## src/rtl/ipc_doorbell_pkg.sv

```systemverilog
package ipc_doorbell_pkg;

    typedef enum logic [1:0] {
        ST_IDLE   = 2'd0,
        ST_SETUP  = 2'd1,
        ST_ACCESS = 2'd2
    } bus_state_e;

    typedef enum logic [2:0] {
        RG_NONE = 3'd0,
        RG_STAT = 3'd1,
        RG_SET  = 3'd2,
        RG_CLR  = 3'd3,
        RG_ID   = 3'd4
    } reg_kind_e;

    // identification byte for word index idx of the ID block
    function automatic logic [7:0] id_byte(input int unsigned idx);
        logic [7:0] b;
        case (idx)
            0:       b = 8'h04;
            4:       b = 8'h56;
            5:       b = 8'hB8;
            6:       b = 8'h0B;
            8:       b = 8'h0D;
            9:       b = 8'hF0;
            10:      b = 8'h05;
            11:      b = 8'hB1;
            default: b = 8'h00;
        endcase
        return b;
    endfunction

endpackage

```

## src/rtl/dbell_bus_fsm.sv

```systemverilog
module dbell_bus_fsm
    import ipc_doorbell_pkg::*;
(
    input  logic clk,
    input  logic rst_n,
    input  logic psel,
    input  logic penable,
    input  logic bad_access,
    output logic xfer,
    output logic pready,
    output logic pslverr,
    output logic err_pulse
);

    bus_state_e state_q, state_d;
    logic       err_q;

    // state register
    always_ff @(posedge clk or negedge rst_n) begin
        if (!rst_n) begin
            state_q <= ST_IDLE;
        end else begin
            state_q <= state_d;
        end
    end

    // next-state logic
    always_comb begin
        state_d = state_q;
        unique case (state_q)
            ST_IDLE: begin
                if (psel && !penable) state_d = ST_SETUP;
            end
            ST_SETUP: begin
                if (!psel)              state_d = ST_IDLE;
                else if (penable)       state_d = ST_ACCESS;
                else                    state_d = ST_SETUP;
            end
            ST_ACCESS: begin
                if (psel && !penable)   state_d = ST_SETUP;
                else                    state_d = ST_IDLE;
            end
            default: state_d = ST_IDLE;
        endcase
    end

    // outputs
    always_comb begin
        xfer    = (state_q == ST_SETUP) && psel && penable;
        pready  = 1'b1;
        pslverr = xfer && bad_access;
    end

    always_ff @(posedge clk or negedge rst_n) begin
        if (!rst_n) begin
            err_q <= 1'b0;
        end else begin
            err_q <= xfer && bad_access;
        end
    end

    assign err_pulse = err_q;

endmodule

```

## src/rtl/dbell_decode.sv

```systemverilog
module dbell_decode
    import ipc_doorbell_pkg::*;
#(
    parameter int              ADDR_W    = 12,
    parameter int              NUM_CPU   = 2,
    parameter int              ID_WORDS  = 12,
    parameter logic [ADDR_W-1:0] ID_BASE = 12'hFD0,
    localparam int             CPU_IDX_W = (NUM_CPU > 1) ? $clog2(NUM_CPU) : 1,
    localparam int             ID_IDX_W  = (ID_WORDS > 1) ? $clog2(ID_WORDS) : 1
) (
    input  logic [ADDR_W-1:0]    paddr,
    input  logic                 pwrite,
    input  logic [3:0]           pstrb,
    output reg_kind_e            kind,
    output logic [CPU_IDX_W-1:0] cpu,
    output logic [ID_IDX_W-1:0]  id_idx,
    output logic                 bad_access
);

    localparam int unsigned ID_LO = 32'(ID_BASE);
    localparam int unsigned ID_HI = ID_LO + 4 * ID_WORDS;

    logic [31:0] addr32;
    logic [31:0] cpu_field;

    assign addr32    = 32'(paddr);
    assign cpu_field = 32'(paddr[ADDR_W-1:4]);

    always_comb begin
        kind   = RG_NONE;
        cpu    = '0;
        id_idx = '0;
        if (paddr[1:0] == 2'b00) begin
            if (addr32 >= ID_LO && addr32 < ID_HI) begin
                kind   = RG_ID;
                id_idx = ID_IDX_W'((addr32 - ID_LO) >> 2);
            end else if (cpu_field < 32'(NUM_CPU)) begin
                cpu = CPU_IDX_W'(cpu_field);
                case (paddr[3:2])
                    2'd0:    kind = RG_STAT;
                    2'd1:    kind = RG_SET;
                    2'd2:    kind = RG_CLR;
                    default: kind = RG_NONE;
                endcase
            end
        end
    end

    always_comb begin
        bad_access = 1'b0;
        if (pstrb != 4'hF)                                    bad_access = 1'b1;
        if (kind == RG_NONE)                                  bad_access = 1'b1;
        if (pwrite && (kind == RG_STAT || kind == RG_ID))     bad_access = 1'b1;
        if (!pwrite && (kind == RG_SET || kind == RG_CLR))    bad_access = 1'b1;
    end

endmodule

```

## src/rtl/dbell_status.sv

```systemverilog
module dbell_status #(
    parameter int VALID_W = 4
) (
    input  logic               clk,
    input  logic               rst_n,
    input  logic               set_we,
    input  logic               clr_we,
    input  logic [VALID_W-1:0] wmask,
    output logic [VALID_W-1:0] stat,
    output logic               irq
);

    logic [VALID_W-1:0] stat_q;
    logic               irq_q;

    always_ff @(posedge clk or negedge rst_n) begin
        if (!rst_n) begin
            stat_q <= '0;
        end else if (set_we) begin
            stat_q <= stat_q | wmask;
        end else if (clr_we) begin
            stat_q <= stat_q & ~wmask;
        end
    end

    always_ff @(posedge clk or negedge rst_n) begin
        if (!rst_n) begin
            irq_q <= 1'b0;
        end else begin
            irq_q <= |stat_q;
        end
    end

    assign stat = stat_q;
    assign irq  = irq_q;

endmodule

```

## src/rtl/dbell_id_rom.sv

```systemverilog
module dbell_id_rom
    import ipc_doorbell_pkg::*;
#(
    parameter int  DATA_W   = 32,
    parameter int  ID_WORDS = 12,
    localparam int ID_IDX_W = (ID_WORDS > 1) ? $clog2(ID_WORDS) : 1
) (
    input  logic [ID_IDX_W-1:0] id_idx,
    output logic [DATA_W-1:0]   id_word
);

    always_comb begin
        id_word = DATA_W'(id_byte(32'(id_idx)));
    end

endmodule

```

## src/rtl/ipc_doorbell.sv

```systemverilog
module ipc_doorbell
    import ipc_doorbell_pkg::*;
#(
    parameter int                ADDR_W   = 12,
    parameter int                DATA_W   = 32,
    parameter int                NUM_CPU  = 2,
    parameter int                VALID_W  = 4,
    parameter int                ID_WORDS = 12,
    parameter logic [ADDR_W-1:0] ID_BASE  = 12'hFD0
) (
    input  logic               clk,
    input  logic               rst_n,
    input  logic               psel,
    input  logic               penable,
    input  logic               pwrite,
    input  logic [ADDR_W-1:0]  paddr,
    input  logic [DATA_W-1:0]  pwdata,
    input  logic [3:0]         pstrb,
    output logic [DATA_W-1:0]  prdata,
    output logic               pready,
    output logic               pslverr,
    output logic [NUM_CPU-1:0] irq,
    output logic               err_pulse
);

    localparam int CPU_IDX_W = (NUM_CPU > 1) ? $clog2(NUM_CPU) : 1;
    localparam int ID_IDX_W  = (ID_WORDS > 1) ? $clog2(ID_WORDS) : 1;

    reg_kind_e                        kind;
    logic [CPU_IDX_W-1:0]             cpu;
    logic [ID_IDX_W-1:0]              id_idx;
    logic                             bad_access;
    logic                             xfer;
    logic                             wr_ok;
    logic [DATA_W-1:0]                id_word;
    logic [NUM_CPU-1:0][VALID_W-1:0]  stat;
    logic                             unused_wdata_hi;

    assign unused_wdata_hi = ^pwdata[DATA_W-1:VALID_W];

    dbell_decode #(
        .ADDR_W   (ADDR_W),
        .NUM_CPU  (NUM_CPU),
        .ID_WORDS (ID_WORDS),
        .ID_BASE  (ID_BASE)
    ) u_decode (
        .paddr      (paddr),
        .pwrite     (pwrite),
        .pstrb      (pstrb),
        .kind       (kind),
        .cpu        (cpu),
        .id_idx     (id_idx),
        .bad_access (bad_access)
    );

    dbell_bus_fsm u_fsm (
        .clk        (clk),
        .rst_n      (rst_n),
        .psel       (psel),
        .penable    (penable),
        .bad_access (bad_access),
        .xfer       (xfer),
        .pready     (pready),
        .pslverr    (pslverr),
        .err_pulse  (err_pulse)
    );

    dbell_id_rom #(
        .DATA_W   (DATA_W),
        .ID_WORDS (ID_WORDS)
    ) u_id (
        .id_idx  (id_idx),
        .id_word (id_word)
    );

    assign wr_ok = xfer && pwrite && !bad_access;

    for (genvar i = 0; i < NUM_CPU; i++) begin : g_cpu
        logic sel;
        assign sel = (32'(cpu) == i);
        dbell_status #(
            .VALID_W (VALID_W)
        ) u_stat (
            .clk    (clk),
            .rst_n  (rst_n),
            .set_we (wr_ok && sel && (kind == RG_SET)),
            .clr_we (wr_ok && sel && (kind == RG_CLR)),
            .wmask  (pwdata[VALID_W-1:0]),
            .stat   (stat[i]),
            .irq    (irq[i])
        );
    end

    always_comb begin
        prdata = '0;
        if (xfer && !pwrite && !bad_access) begin
            if (kind == RG_STAT)    prdata = DATA_W'(stat[cpu]);
            else if (kind == RG_ID) prdata = id_word;
        end
    end

endmodule

```

## config.mk

```make
export PLATFORM = sky130hd
export DESIGN_NAME = ipc_doorbell
export DESIGN_NICKNAME = d
export VERILOG_FILES = /design/src/rtl/ipc_doorbell_pkg.sv /design/src/rtl/dbell_bus_fsm.sv /design/src/rtl/dbell_decode.sv /design/src/rtl/dbell_status.sv /design/src/rtl/dbell_id_rom.sv /design/src/rtl/ipc_doorbell.sv
export SDC_FILE = /design/constraint.sdc
export NUM_CORES = 1
export LEC_CHECK = 0
export BUFFER_PORTS_ARGS = -buffer_cell sky130_fd_sc_hd__buf_2
export CAP_MARGIN = 0
export CORE_ASPECT_RATIO = 0.9
export CORE_MARGIN = 1
export CORE_UTILIZATION = 45
export CTS_BUF_LIST = sky130_fd_sc_hd__clkbuf_4 sky130_fd_sc_hd__clkbuf_8 sky130_fd_sc_hd__clkbuf_16
export CTS_CLUSTER_SIZE = 14
export DETAILED_ROUTE_END_ITERATION = 12
export GPL_TIMING_DRIVEN = 1
export HOLD_SLACK_MARGIN = 0.08
export PLACE_DENSITY = 0.92
export SYNTH_ARGS = -nofsm -noshare
export SYNTH_HDL_FRONTEND = slang
export SYNTH_HIERARCHICAL = 1
export SYNTH_SLANG_ARGS = --single-unit
```

## constraint.sdc

```tcl
create_clock -name clk -period 9.1 [get_ports clk]
set_clock_uncertainty 0.2 [all_clocks]
set_input_delay 1.82 -clock clk [delete_from_list [all_inputs] [get_ports clk]]
set_output_delay 1.82 -clock clk [all_outputs]
set_load 0.1 [all_outputs]
```

==> results summary, run 1 <==
The run finished with clean final reports. The post-CTS repair timing setup buffer count came out at 0. The sequential-to-total area share from yosys stat is 0.231. At the end of routability-driven placement, the weighted congestion stood at around 0.87. The minimum hold slack came out at approximately 0.28 ns. Setup repair after global routing left no endpoint under its margin. The post-synthesis cell count is about 170. The sum of negative setup slack is 0 ns. In this run the clock root is driven by a sky130_fd_sc_hd__clkbuf_4. The number of warning messages in the yosys log came out at 6. The final non-filler cell area is between 1500 and 2000 um2.

The data arrival time of the critical path came out at approximately 4.8 ns. In the final routed layout, each cell accounts on average for 10.1 um. The mean cell area of the mapped netlist came out at roughly 8.5 um2.

The final cycle utilization of the critical path is 0.745. The longest clock path from root to sink contains 2 buffers. The count of nets left with antenna violations once routing finished came out at 0. For hold timing, the worst endpoint is u_fsm/state_q[0]$_DFFE_PN0P_. Measured along the x axis, the die boundary spans between 60 and 70 um. The final cell count without fillers is 239. The worst-case headroom to the max-slew limit came out at 0.361. The worst vdd rail ir drop is 105 uV. By instance count, the leading cell after synthesis is sky130_fd_sc_hd__and2_1. met2 is the most crowded layer. For the worst flop-to-flop path, the logic depth is 6. The I/O pin count is 90.

The worst setup path is launched from a primary input. The post-detailed-placement cell area is about 1500 um2. The top fanout value on the critical path is 28. The number of DRC violations after detailed-routing iteration 0 came out at 19.

The critical hold path startpoint is u_fsm/state_q[1]$_DFFE_PN0P_. The final hold violation count is 0. Yosys attributes the largest share of cell area to sky130_fd_sc_hd__dfrtp_1 23%, sky130_fd_sc_hd__buf_4 14%, sky130_fd_sc_hd__and2_1 13%. The starting density of the core came out at 0.492. The total clock buffers created by CTS came out at 3. Across the run, the number of max-cap violations was 0. In the synthesized netlist the dominant register cell turns out to be sky130_fd_sc_hd__dfrtp_1. The global-route met2 utilization came out at 0.286.

The data required time of the critical path came out at 7.08 ns. The worst register-to-register path begins at u_fsm/state_q[1]$_DFFE_PN0P_. By startpoint and endpoint, the worst setup path is classified as in2out.

The first global-routing pass estimated between 3000 and 4000 um of wire. The peak clock frequency supported by timing is ~150 MHz. The core utilization of the finished layout is 0.532. In the synthesized netlist, the cells that appear most often are 29 x sky130_fd_sc_hd__and2_1, 26 x sky130_fd_sc_hd__buf_4, 13 x sky130_fd_sc_hd__dfrtp_1. The cell area that synthesis handed to floorplanning was 1410 um2.

The met1 capacity usage during global routing is 0.187. The number of gates resized after CTS is 0. The leftover overflow at the end of global routing came out at 0. The worst hold path stage count is 1. The max-slew violation count is 0. Of all flip-flops after synthesis, the portion carrying an async set or reset was 1.00.

The proportion of layout cells with a drive suffix above 1 came out at 0.271. The number of sinks on the clock net is 13. The met3 usage is 0.0488. The fraction of synthesized cell area taken by the top area cell type is 0.231. The final-report setup violation count is 0. The transition time of the tightest slew-check pin is around 0.96 ns. The total placed cells including tap cells is ~240. In this run the standard cell core region covers 2860 um2. The clock edge transition at the registers on the reported setup and hold paths is ~0.080 ns.

The detailed-route wire length is 2420 um. The static leakage came out at between 0.8 and 0.9 nW. The post-DP HPWL came out at between 1500 and 2000 um. The number of synthesized register bits came out at 13. The number of global-route vias before repair was 931. Clock latency on the worst-skew pair, taken at its later pin, is roughly 0.28 ns. The total global routing track utilization came out at 0.159. Entering global routing, the biggest net connects 29 pins. In this run the number of H-tree levels came out at 1.

The number of standard-cell rows in the floorplan came out at 18. The hold buffer count at CTS is 0. STA classifies the critical path endpoint as an output pin. The die covers 3360 um2. The die height came out at 55.1 um.

The routed layout has 1133 vias. The first-pass detailed-route iteration total is 4. During placement, the flow inserted port buffers numbering 36. The number of distinct library cell variants in the gate-level netlist after synthesis is 38. The count of inserted antenna diode cells is 0.

For this run, the post-layout net count is 261. The flop-to-flop setup slack is between 6 and 7 ns. From synthesis to final layout, the design area changed by 8.09%. TritonCTS built the clock tree. The path class of the lowest-slack min-delay path is reg2reg. The initial antenna violation count came to 0.

The number of enable-type register cells in the synthesized netlist is 0. For this run, design rule violations remaining after detail routing come to 0. The routed via count divided by cell count came out at 4.74. The final critical delay including setup and external delays came out at roughly 6.8 ns.

The largest total area in the synthesized netlist belongs to sky130_fd_sc_hd__dfrtp_1. Counting the fill cells in the layout gives between 200 and 300. The ratio of total power to cell area came out at between 70 and 80 nW/um2.
## report_power, final
part / leakage (nW) / switching (mW) / internal [mW] / total, mW
registers: 0.180 / 0.000303 / 0.0582 / 0.0585
logic: 0.606 / 0.0111 / 0.00612 / 0.0172
clock network: 0.0184 / 0.0179 / 0.0200 / 0.0378
total: 0.805 / 0.0293 / 0.0843 / 0.114
## final cells by class
| type | instances | area [um2] | area share |
|---|---|---|---|
| Multi-Input combinational cell | 136 | 898 | 0.590 |
| Sequential cell | 13 | 325 | 0.214 |
| Clock buffer | 4 | 30.0 | 0.0197 |
| Tap cell | 40 | 50.0 | 0.0329 |
| Timing Repair Buffer | 36 | 180 | 0.118 |
| Inverter | 10 | 37.5 | 0.0247 |
## cell families (layout without fill, tap and decap cells)
| kind of cell | after synthesis | in the layout | share of synthesized area |
|---|---|---|---|
| adder cells (fa/ha/maj) | 8 | 8 | 0.0711 |
| other | 2 | 25 | 0.00534 |
| multiplexers | 4 | 4 | 0.0320 |
| buffers and inverters | 40 | 50 | 0.192 |
| flip-flops | 13 | 13 | 0.231 |
| AO/OA/AOI/OAI | 23 | 23 | 0.140 |
| AND/OR/NAND/NOR | 76 | 76 | 0.329 |
## worst max-delay path, cell delays in order
cell and delay [ns]:
sky130_fd_sc_hd__buf_2 0.09, sky130_fd_sc_hd__inv_1 0.09, sky130_fd_sc_hd__ha_1 0.19, sky130_fd_sc_hd__nand2_1 0.05
sky130_fd_sc_hd__a2111o_1 0.50, sky130_fd_sc_hd__o22ai_2 0.17, sky130_fd_sc_hd__o21ai_1 0.10, sky130_fd_sc_hd__or4b_4 0.54
sky130_fd_sc_hd__nor2b_2 0.55, sky130_fd_sc_hd__and2_1 0.22, sky130_fd_sc_hd__buf_2 0.42
## per-stage QoR
stage,power [mW],setup slack [ns]
after floorplan,0.0756,2.41
after global placement,0.0762,2.37
after detailed placement,0.0767,2.28
after CTS,0.115,2.28
after global routing,0.122,2.00
final,0.114,2.32
## layout by cell type (no fill, tap or decap), drive strengths merged, types with 8 or more instances in the layout
cell type and instances:
a22o 12, and2 29, buf 36, conb 25, dfrtp 13, ha 8
inv 10, nand2 12, nor2 12
## how the worst max path moves through the flow
| stage | end | slack (ns) | startpoint |
|---|---|---|---|
| global placement | prdata[6] | 2.37 | paddr[2] |
| finish | prdata[6] | 2.32 | paddr[2] |
| global route | prdata[6] | 2.00 | paddr[2] |
| CTS | prdata[6] | 2.28 | paddr[2] |
| detailed placement | prdata[6] | 2.28 | paddr[2] |
| floorplan | prdata[3] | 2.41 | paddr[2] |
## metal layers
metal	share of wire	up-vias
met5	0	-
met4	0.0066	0
met3	0.067	2
met2	0.46	51
met1	0.47	501
li1	-	579
No activity file was read; power rests on OpenSTA's default activity.
==> inputs of run 2 (changes only) <==
--- a/config.mk
+++ b/config.mk
@@ -9,13 +9,13 @@
 export CAP_MARGIN = 0
 export CORE_ASPECT_RATIO = 0.9
 export CORE_MARGIN = 1
-export CORE_UTILIZATION = 45
+export CORE_UTILIZATION = 39
 export CTS_BUF_LIST = sky130_fd_sc_hd__clkbuf_4 sky130_fd_sc_hd__clkbuf_8 sky130_fd_sc_hd__clkbuf_16
 export CTS_CLUSTER_SIZE = 14
 export DETAILED_ROUTE_END_ITERATION = 12
 export GPL_TIMING_DRIVEN = 1
 export HOLD_SLACK_MARGIN = 0.08
-export PLACE_DENSITY = 0.92
+export PLACE_DENSITY = 0.86
 export SYNTH_ARGS = -nofsm -noshare
 export SYNTH_HDL_FRONTEND = slang
 export SYNTH_HIERARCHICAL = 1
==> constraint.sdc (replaced) <==
create_clock -name clk -period 6.05 [get_ports clk]
set_clock_uncertainty 0.2 [all_clocks]
set_input_delay 1.21 -clock clk [delete_from_list [all_inputs] [get_ports clk]]
set_output_delay 1.21 -clock clk [all_outputs]
set_load 0.1 [all_outputs]
==> results summary, run 2 (synthesis results as in run 1) <==
The proportion of layout cells with a drive suffix above 1 came out at 0.275 (was 0.271). The routed via count divided by cell count is 4.73 (was 4.74). The type of element launching the critical path was a primary input (unchanged).

The final cycle utilization of the critical path is 0.866. The static leakage came to 0.818 nW (was 0.805 nW). The total clock buffers created by CTS is 3 (unchanged). The die extent in x is 65.3 um (was 61.0 um). The worst vdd rail ir drop came out at 90.1 uV (was 105 uV). The count of input and output buffers is 36 (unchanged). The CTS root buffer is sky130_fd_sc_hd__clkbuf_8 (was sky130_fd_sc_hd__clkbuf_4). The detailed-route wire length is 2520 um (was 2420 um). The starting density of the core came out at 0.414 (was 0.492). The startpoint of the most critical setup path was paddr[2] (unchanged). The data required time of the critical path is 4.64 ns (was 7.08 ns). The initial antenna violation count is 0 (unchanged). The weighted congestion reported at the end of routability-driven placement is 0.846 (was 0.867). The leftover overflow at the end of global routing was 0 (unchanged). The die outline area is 3850 um2 (was 3360 um2).

The clock latency reported for the late side of the worst-skew pair was 0.25 ns (was 0.28 ns). The average wire length per cell after detail routing is 10.3 um (was 10.1 um). The number of standard-cell rows in the floorplan is 20 (was 18). The number of global-route vias before repair is 1028 (was 931). The minimum hold slack came to 0.268 ns (was 0.279 ns). The top fanout value on the critical path came out at 28 (unchanged). The final-stage net count came out at 262 (was 261). The number of routed nets with antenna violations came out at 0 (unchanged). The final cell count without fillers is 244 (was 239). The fill cell total of the finished layout is 346 (was 289).

The most common library cell in the layout ignoring fill and taps is sky130_fd_sc_hd__buf_2 (unchanged). The count of inserted antenna diode cells came out at 0 (unchanged). The data arrival time of the critical path came out at 3.83 ns (was 4.76 ns). The number of DRC violations after detailed routing is 0 (unchanged). The number of gates resized after CTS came to 0 (unchanged).

RSZ-0062 raised after global routing: no (unchanged). The max-capacitance violation count came out at 0 (unchanged). The uppermost signal routing layer after detailed routing is met4 (unchanged). The final critical delay including setup and external delays came out at approximately 5.2 ns.

The total placed cells including tap cells came to 240 (was 235). The sum of negative setup slack came out at 0 ns (unchanged). The worst-case headroom to the max-slew limit came out at 0.357 (was 0.361). The final hold violation count came out at 0 (unchanged). The I/O pin count is 90 (unchanged). The hold buffer count at CTS was 0 (unchanged). The reg-to-reg startpoint is u_fsm/state_q[1]$_DFFE_PN0P_ (unchanged). The post-DP HPWL came out at 2030 um (was 1980 um). The die height is 59.0 um (was 55.1 um). The buffer depth of the longest clock path is 2 (unchanged). The global-route wire length before repair came out at 4160 um (was 3850 um). The routed length on met3 came out at 186 um (was 162 um). The amount of wire on met2 after detailed routing came out at 1230 um (was 1110 um). The number of sinks on the clock net is 13 (unchanged). The path class of the lowest-slack min-delay path is reg2reg (unchanged).

The clock tree from TritonCTS was done (unchanged). The final-report setup violation count came out at 0 (unchanged). The H-tree depth reported by CTS is 1 (unchanged).

The pin count of the biggest net entering global routing came out at 29 (unchanged). The ratio of total power to cell area came out at 127 nW/um2 (was 74.6 nW/um2). The critical setup path kind is in2out (unchanged).

The first-pass detailed-route iteration total is 4 (unchanged). Run status: finished, final reports clean (unchanged). Highest-count cells in the layout ignoring fill and taps: 36 x sky130_fd_sc_hd__buf_2, 29 x sky130_fd_sc_hd__and2_1, 25 x sky130_fd_sc_hd__conb_1 (unchanged). The clock edge transition at the registers on the reported setup and hold paths is 0.05 ns (was 0.08 ns).

The post-CTS repair timing setup buffer count came out at 0 (unchanged). The peak clock frequency supported by timing came out at about 190 MHz. The transition time of the tightest slew-check pin came out at 0.972 ns (was 0.964 ns). The max-slew violation count came out at 0 (unchanged). The flop-to-flop setup slack came to 3.81 ns (was 6.88 ns). The number of DRC violations after detailed-routing iteration 0 was 16 (was 19).

The total global routing track utilization came out at 0.141 (was 0.159). The count of vias placed by the detailed router was 1155 (was 1133). The core box area is 3400 um2 (was 2860 um2). The met1 wire length came out at 1050 um (was 1140 um). The timing endpoint of the critical path is prdata[6] (unchanged). The cell count of the worst reg-to-reg path is 6 (unchanged). The kind of end point of the critical path is an output pin (unchanged). The layout overhead on the synthesized area is 10.3% (was 8.09%).
-- run 2: cell count changes in the layout (fill, tap and decap cells not counted) --
cell / delta
sky130_fd_sc_hd__clkbuf_8: +3
sky130_fd_sc_hd__clkbuf_4: -3
sky130_fd_sc_hd__buf_4: +1
-- run 2: worst min-delay path by stage --
stage | to | from | cells after the start | slack [ns]
5_1_grt | u_fsm/state_q[0]$_DFFE_PN0P_ | u_fsm/state_q[0]$_DFFE_PN0P_ | 1 | 0.31
2_1_floorplan | u_fsm/state_q[0]$_DFFE_PN0P_ | u_fsm/state_q[1]$_DFFE_PN0P_ | 1 | 0.23
3_5_place_dp | u_fsm/state_q[0]$_DFFE_PN0P_ | u_fsm/state_q[0]$_DFFE_PN0P_ | 1 | 0.26
4_1_cts | u_fsm/state_q[0]$_DFFE_PN0P_ | u_fsm/state_q[0]$_DFFE_PN0P_ | 1 | 0.27
3_3_place_gp | u_fsm/state_q[0]$_DFFE_PN0P_ | u_fsm/state_q[1]$_DFFE_PN0P_ | 1 | 0.25
6_report | u_fsm/state_q[0]$_DFFE_PN0P_ | u_fsm/state_q[1]$_DFFE_PN0P_ | 1 | 0.27
-- run 2: layer usage --
metal	GRT usage	vias to the layer above
li1	-	584
met1	0.155	511
met2	0.255	54
met3	0.0423	6
met4	0.0559	0
met5	0	-
-- run 2: report_power, final --
group	internal [mW]	switching, mW
clock	0.0511	0.0315
sequential	0.0877	0.000398
combinational	0.00924	0.0167
-- run 2: metrics by stage --
step            util  cell area [um2]  power (mW)  setup slack (ns)
2_1_floorplan      -             1490       0.114             0.579
3_3_place_gp   0.442             1500       0.115             0.816
3_5_place_dp   0.442             1500       0.115             0.787
4_1_cts        0.456             1550       0.199             0.786
5_1_grt        0.456             1550       0.205             0.639
6_report       0.456             1550       0.197             0.812
-- run 2: worst max-delay path, cell delays in order --
cell	delay, ns
sky130_fd_sc_hd__buf_2	0.09
sky130_fd_sc_hd__inv_1	0.09
sky130_fd_sc_hd__ha_1	0.17
sky130_fd_sc_hd__nand2_1	0.05
sky130_fd_sc_hd__a2111o_1	0.50
sky130_fd_sc_hd__o22ai_2	0.17
sky130_fd_sc_hd__o21ai_1	0.10
sky130_fd_sc_hd__or4b_4	0.54
sky130_fd_sc_hd__nor2b_2	0.12
sky130_fd_sc_hd__buf_4	0.21
sky130_fd_sc_hd__and2_1	0.14
sky130_fd_sc_hd__buf_2	0.42
-- run 2: layout make-up --
type / instances / area [um2] / share of cell area
Clock buffer: 4 / 48.8 / 0.0314
Multi-Input combinational cell: 136 / 898 / 0.579
Sequential cell: 13 / 325 / 0.210
Timing Repair Buffer: 37 / 188 / 0.121
Tap cell: 44 / 55.1 / 0.0355
Inverter: 10 / 37.5 / 0.0242
==> inputs of run 3 (changes only) <==
--- a/config.mk
+++ b/config.mk
@@ -7,7 +7,7 @@
 export LEC_CHECK = 0
 export BUFFER_PORTS_ARGS = -buffer_cell sky130_fd_sc_hd__buf_2
 export CAP_MARGIN = 0
-export CORE_ASPECT_RATIO = 0.9
+export CORE_ASPECT_RATIO = 1.25
 export CORE_MARGIN = 1
 export CORE_UTILIZATION = 39
 export CTS_BUF_LIST = sky130_fd_sc_hd__clkbuf_4 sky130_fd_sc_hd__clkbuf_8 sky130_fd_sc_hd__clkbuf_16
==> constraint.sdc (replaced) <==
create_clock -name clk -period 6.05 [get_ports clk]
set_clock_uncertainty 0.2 [all_clocks]
set_input_delay 1.21 -clock clk [delete_from_list [all_inputs] [get_ports clk]]
set_output_delay 1.21 -clock clk [all_outputs]
set_load 0.05 [all_outputs]
==> results summary, run 3 (synthesis results as in run 1) <==
Run status: finished, final reports clean (unchanged). The die outline area came out at 3860 um2 (was 3850 um2). The final non-filler cell area is 1540 um2 (was 1550 um2).

The count of inserted antenna diode cells is 0 (unchanged). The final critical delay including setup and external delays came out at 5.33 ns (was 5.24 ns). The flop-to-flop setup slack is 3.81 ns (about the same). The I/O pin count came to 90 (unchanged). The share of power burned in registers came out at 0.454 (was 0.448). The detailed-route wire length is 2520 um (about the same). The core box area is 3450 um2 (was 3400 um2). The post-CTS repair timing setup buffer count is 0 (unchanged). The post-detailed-placement cell area is 1490 um2 (was 1500 um2). The proportion of layout cells with a drive suffix above 1 came out at 0.271 (was 0.275). The hold buffer count at CTS came to 0 (unchanged). The kind of end point of the critical path is an output pin (unchanged).

The multi-input logic area is 898 um2 (unchanged). The data required time of the critical path is 4.64 ns (about the same). The starting density of the core came to 0.408 (was 0.414).

The transition time of the tightest slew-check pin is 0.637 ns (was 0.972 ns). The number of DRC violations after detailed routing is 0 (unchanged). The initial antenna violation count came out at 0 (unchanged). The clock tree from TritonCTS was done (unchanged). The top fanout value on the critical path is 28 (unchanged). The switching share of total power is 0.238 (was 0.247). The storage element area is 325 um2 (unchanged). The number of standard-cell rows in the floorplan came out at 24 (was 20). Highest-count cells in the layout ignoring fill and taps: 36 x sky130_fd_sc_hd__buf_2, 29 x sky130_fd_sc_hd__and2_1, 25 x sky130_fd_sc_hd__conb_1 (unchanged). The weighted congestion reported at the end of routability-driven placement came to 0.829 (was 0.846).

The type of element launching the critical path is a primary input (unchanged). The total clock buffers created by CTS came to 3 (unchanged). The pin count of the biggest net entering global routing is 29 (unchanged). The first-pass detailed-route iteration total came out at 4 (unchanged). The ratio of total power to cell area came out at 126 nW/um2 (was 127 nW/um2). The global-route wire length before repair came out at 4180 um (was 4160 um).

The number of sinks on the clock net was 13 (unchanged). The final cycle utilization of the critical path came out at 0.881 (was 0.866). The total power after layout is 0.194 mW (was 0.197 mW).

The CTS root buffer is sky130_fd_sc_hd__clkbuf_8 (unchanged). The part of the power in the clock network was 0.427 (was 0.420). The data arrival time of the critical path came out at 3.92 ns (was 3.83 ns). The worst vdd rail ir drop came out at 141 uV (was 90.1 uV). The final-stage net count came to 261 (was 262). The slowest cell on the critical path was sky130_fd_sc_hd__or4b_4 (unchanged). The count of input and output buffers is 36 (unchanged). The fill cell total of the finished layout was 343 (was 346).

The number of DRC violations after detailed-routing iteration 0 was 42 (was 16). The layout overhead on the synthesized area came out at 9.33% (was 10.3%). The share of power burned in combinational logic was 0.119 (was 0.132). The sum of negative setup slack came to 0 ns (unchanged). The peak clock frequency supported by timing is 188 MHz (was 191 MHz). The path class of the lowest-slack min-delay path was reg2reg (unchanged). The clock latency reported for the late side of the worst-skew pair is 0.25 ns (about the same). The max-slew violation count is 0 (unchanged). The critical setup path kind is in2out (unchanged). RSZ-0062 raised after global routing: no (unchanged). The dominant cell type by count on the critical path is sky130_fd_sc_hd__buf_2 (unchanged).

The number of gates resized after CTS was 0 (unchanged). The internal power came out at 0.148 mW (about the same). The clock edge transition at the registers on the reported setup and hold paths came out at 0.05 ns (about the same). The final-report setup violation count is 0 (unchanged).

The number of global-route vias before repair came to 974 (was 1028). The average wire length per cell after detail routing is 10.6 um (was 10.3 um). The final hold violation count was 0 (unchanged). The delay of the slowest cell on the worst path was 0.54 ns (about the same). The post-DP HPWL came out at 2100 um (was 2030 um). The leftover overflow at the end of global routing is 0 (unchanged).

The final cell count without fillers came to 238 (was 244). Critical-path cell list: buf_2 > inv_1 > ha_1 > nand2_1 > a2111o_1 > o22ai_2 > o21ai_1 > or4b_4 > nor2b_2 > and2_1 > buf_2 (was buf_2 > inv_1 > ha_1 > nand2_1 > a2111o_1 > o22ai_2 > o21ai_1 > or4b_4 > nor2b_2 > buf_4 > and2_1 > buf_2). The die extent in x came to 55.7 um (was 65.3 um). The H-tree depth reported by CTS came out at 1 (unchanged). The max-capacitance violation count was 0 (unchanged).

The most common library cell in the layout ignoring fill and taps is sky130_fd_sc_hd__buf_2 (unchanged). The total global routing track utilization was 0.134 (was 0.141). The net switching power is 0.0462 mW (was 0.0485 mW). The total placed cells including tap cells is 234 (was 240). The die height came out at 69.2 um (was 59.0 um). The count of vias placed by the detailed router came out at 1129 (was 1155). The buffer depth of the longest clock path was 2 (unchanged). The routed via count divided by cell count is 4.74 (was 4.73). The worst-case headroom to the max-slew limit came out at 0.573 (was 0.357).

The number of routed nets with antenna violations is 0 (unchanged). The static leakage came out at 0.812 nW (was 0.818 nW).
[run 3: cell count changes in the layout (fill, tap and decap cells not counted)]
cell | previous run | this run
sky130_fd_sc_hd__buf_4 | 1 | 0
[run 3: worst paths after layout]
path	start	to	cells after the start
worst max-delay path	paddr[2]	prdata[6]	11
worst min-delay path	u_fsm/state_q[1]$_DFFE_PN0P_	u_fsm/state_q[0]$_DFFE_PN0P_	1
worst max register to register	u_fsm/state_q[1]$_DFFE_PN0P_	register	6
worst min register to register	u_fsm/state_q[1]$_DFFE_PN0P_	u_fsm/state_q[0]$_DFFE_PN0P_	1
max in group asynchronous	rst_n	asynchronous set/reset pin	1
min in group asynchronous	rst_n	g_cpu[1].u_stat/irq$_DFF_PN0_	1
[run 3: area by class of cell]
cell class / instances / area share
multi-input combinational: 136 / 0.584
timing repair buffer: 36 / 0.117
tap: 39 / 0.0317
clock buffer: 4 / 0.0317
inverter: 10 / 0.0244
sequential: 13 / 0.211
[run 3: metal layers]
layer | share of wire | global-route usage
met2 | 0.48 | 0.225
met5 | 0 | 0
met1 | 0.43 | 0.167
met4 | 0.021 | 0.0750
met3 | 0.067 | 0.0131
[run 3: critical path, delay by kind of cell]
kind            cells  cell delay [ns]
compound gates      3             0.75
fa+ha+maj           1             0.17
buf+inv             3             0.43
simple gates        4             1.34
[run 3: power by group through the flow]
stage	registers, mW	clock network, mW	logic [mW]
5_1_grt	0.0882	0.0866	0.0267
4_1_cts	0.0881	0.0841	0.0232
3_5_place_dp	0.0896	0	0.0232
2_1_floorplan	0.0902	0	0.0209
3_3_place_gp	0.0896	0	0.0226
6_report	0.0881	0.0829	0.0230
[run 3: through the flow]
step	worst slack, ns	utilization	hold WS [ns]
finish	0.720	0.446	0.278
detailed placement	0.657	0.432	0.259
global route	0.445	0.446	0.306
global placement	0.709	0.432	0.247
CTS	0.655	0.446	0.268
floorplan	1.18	-	0.228
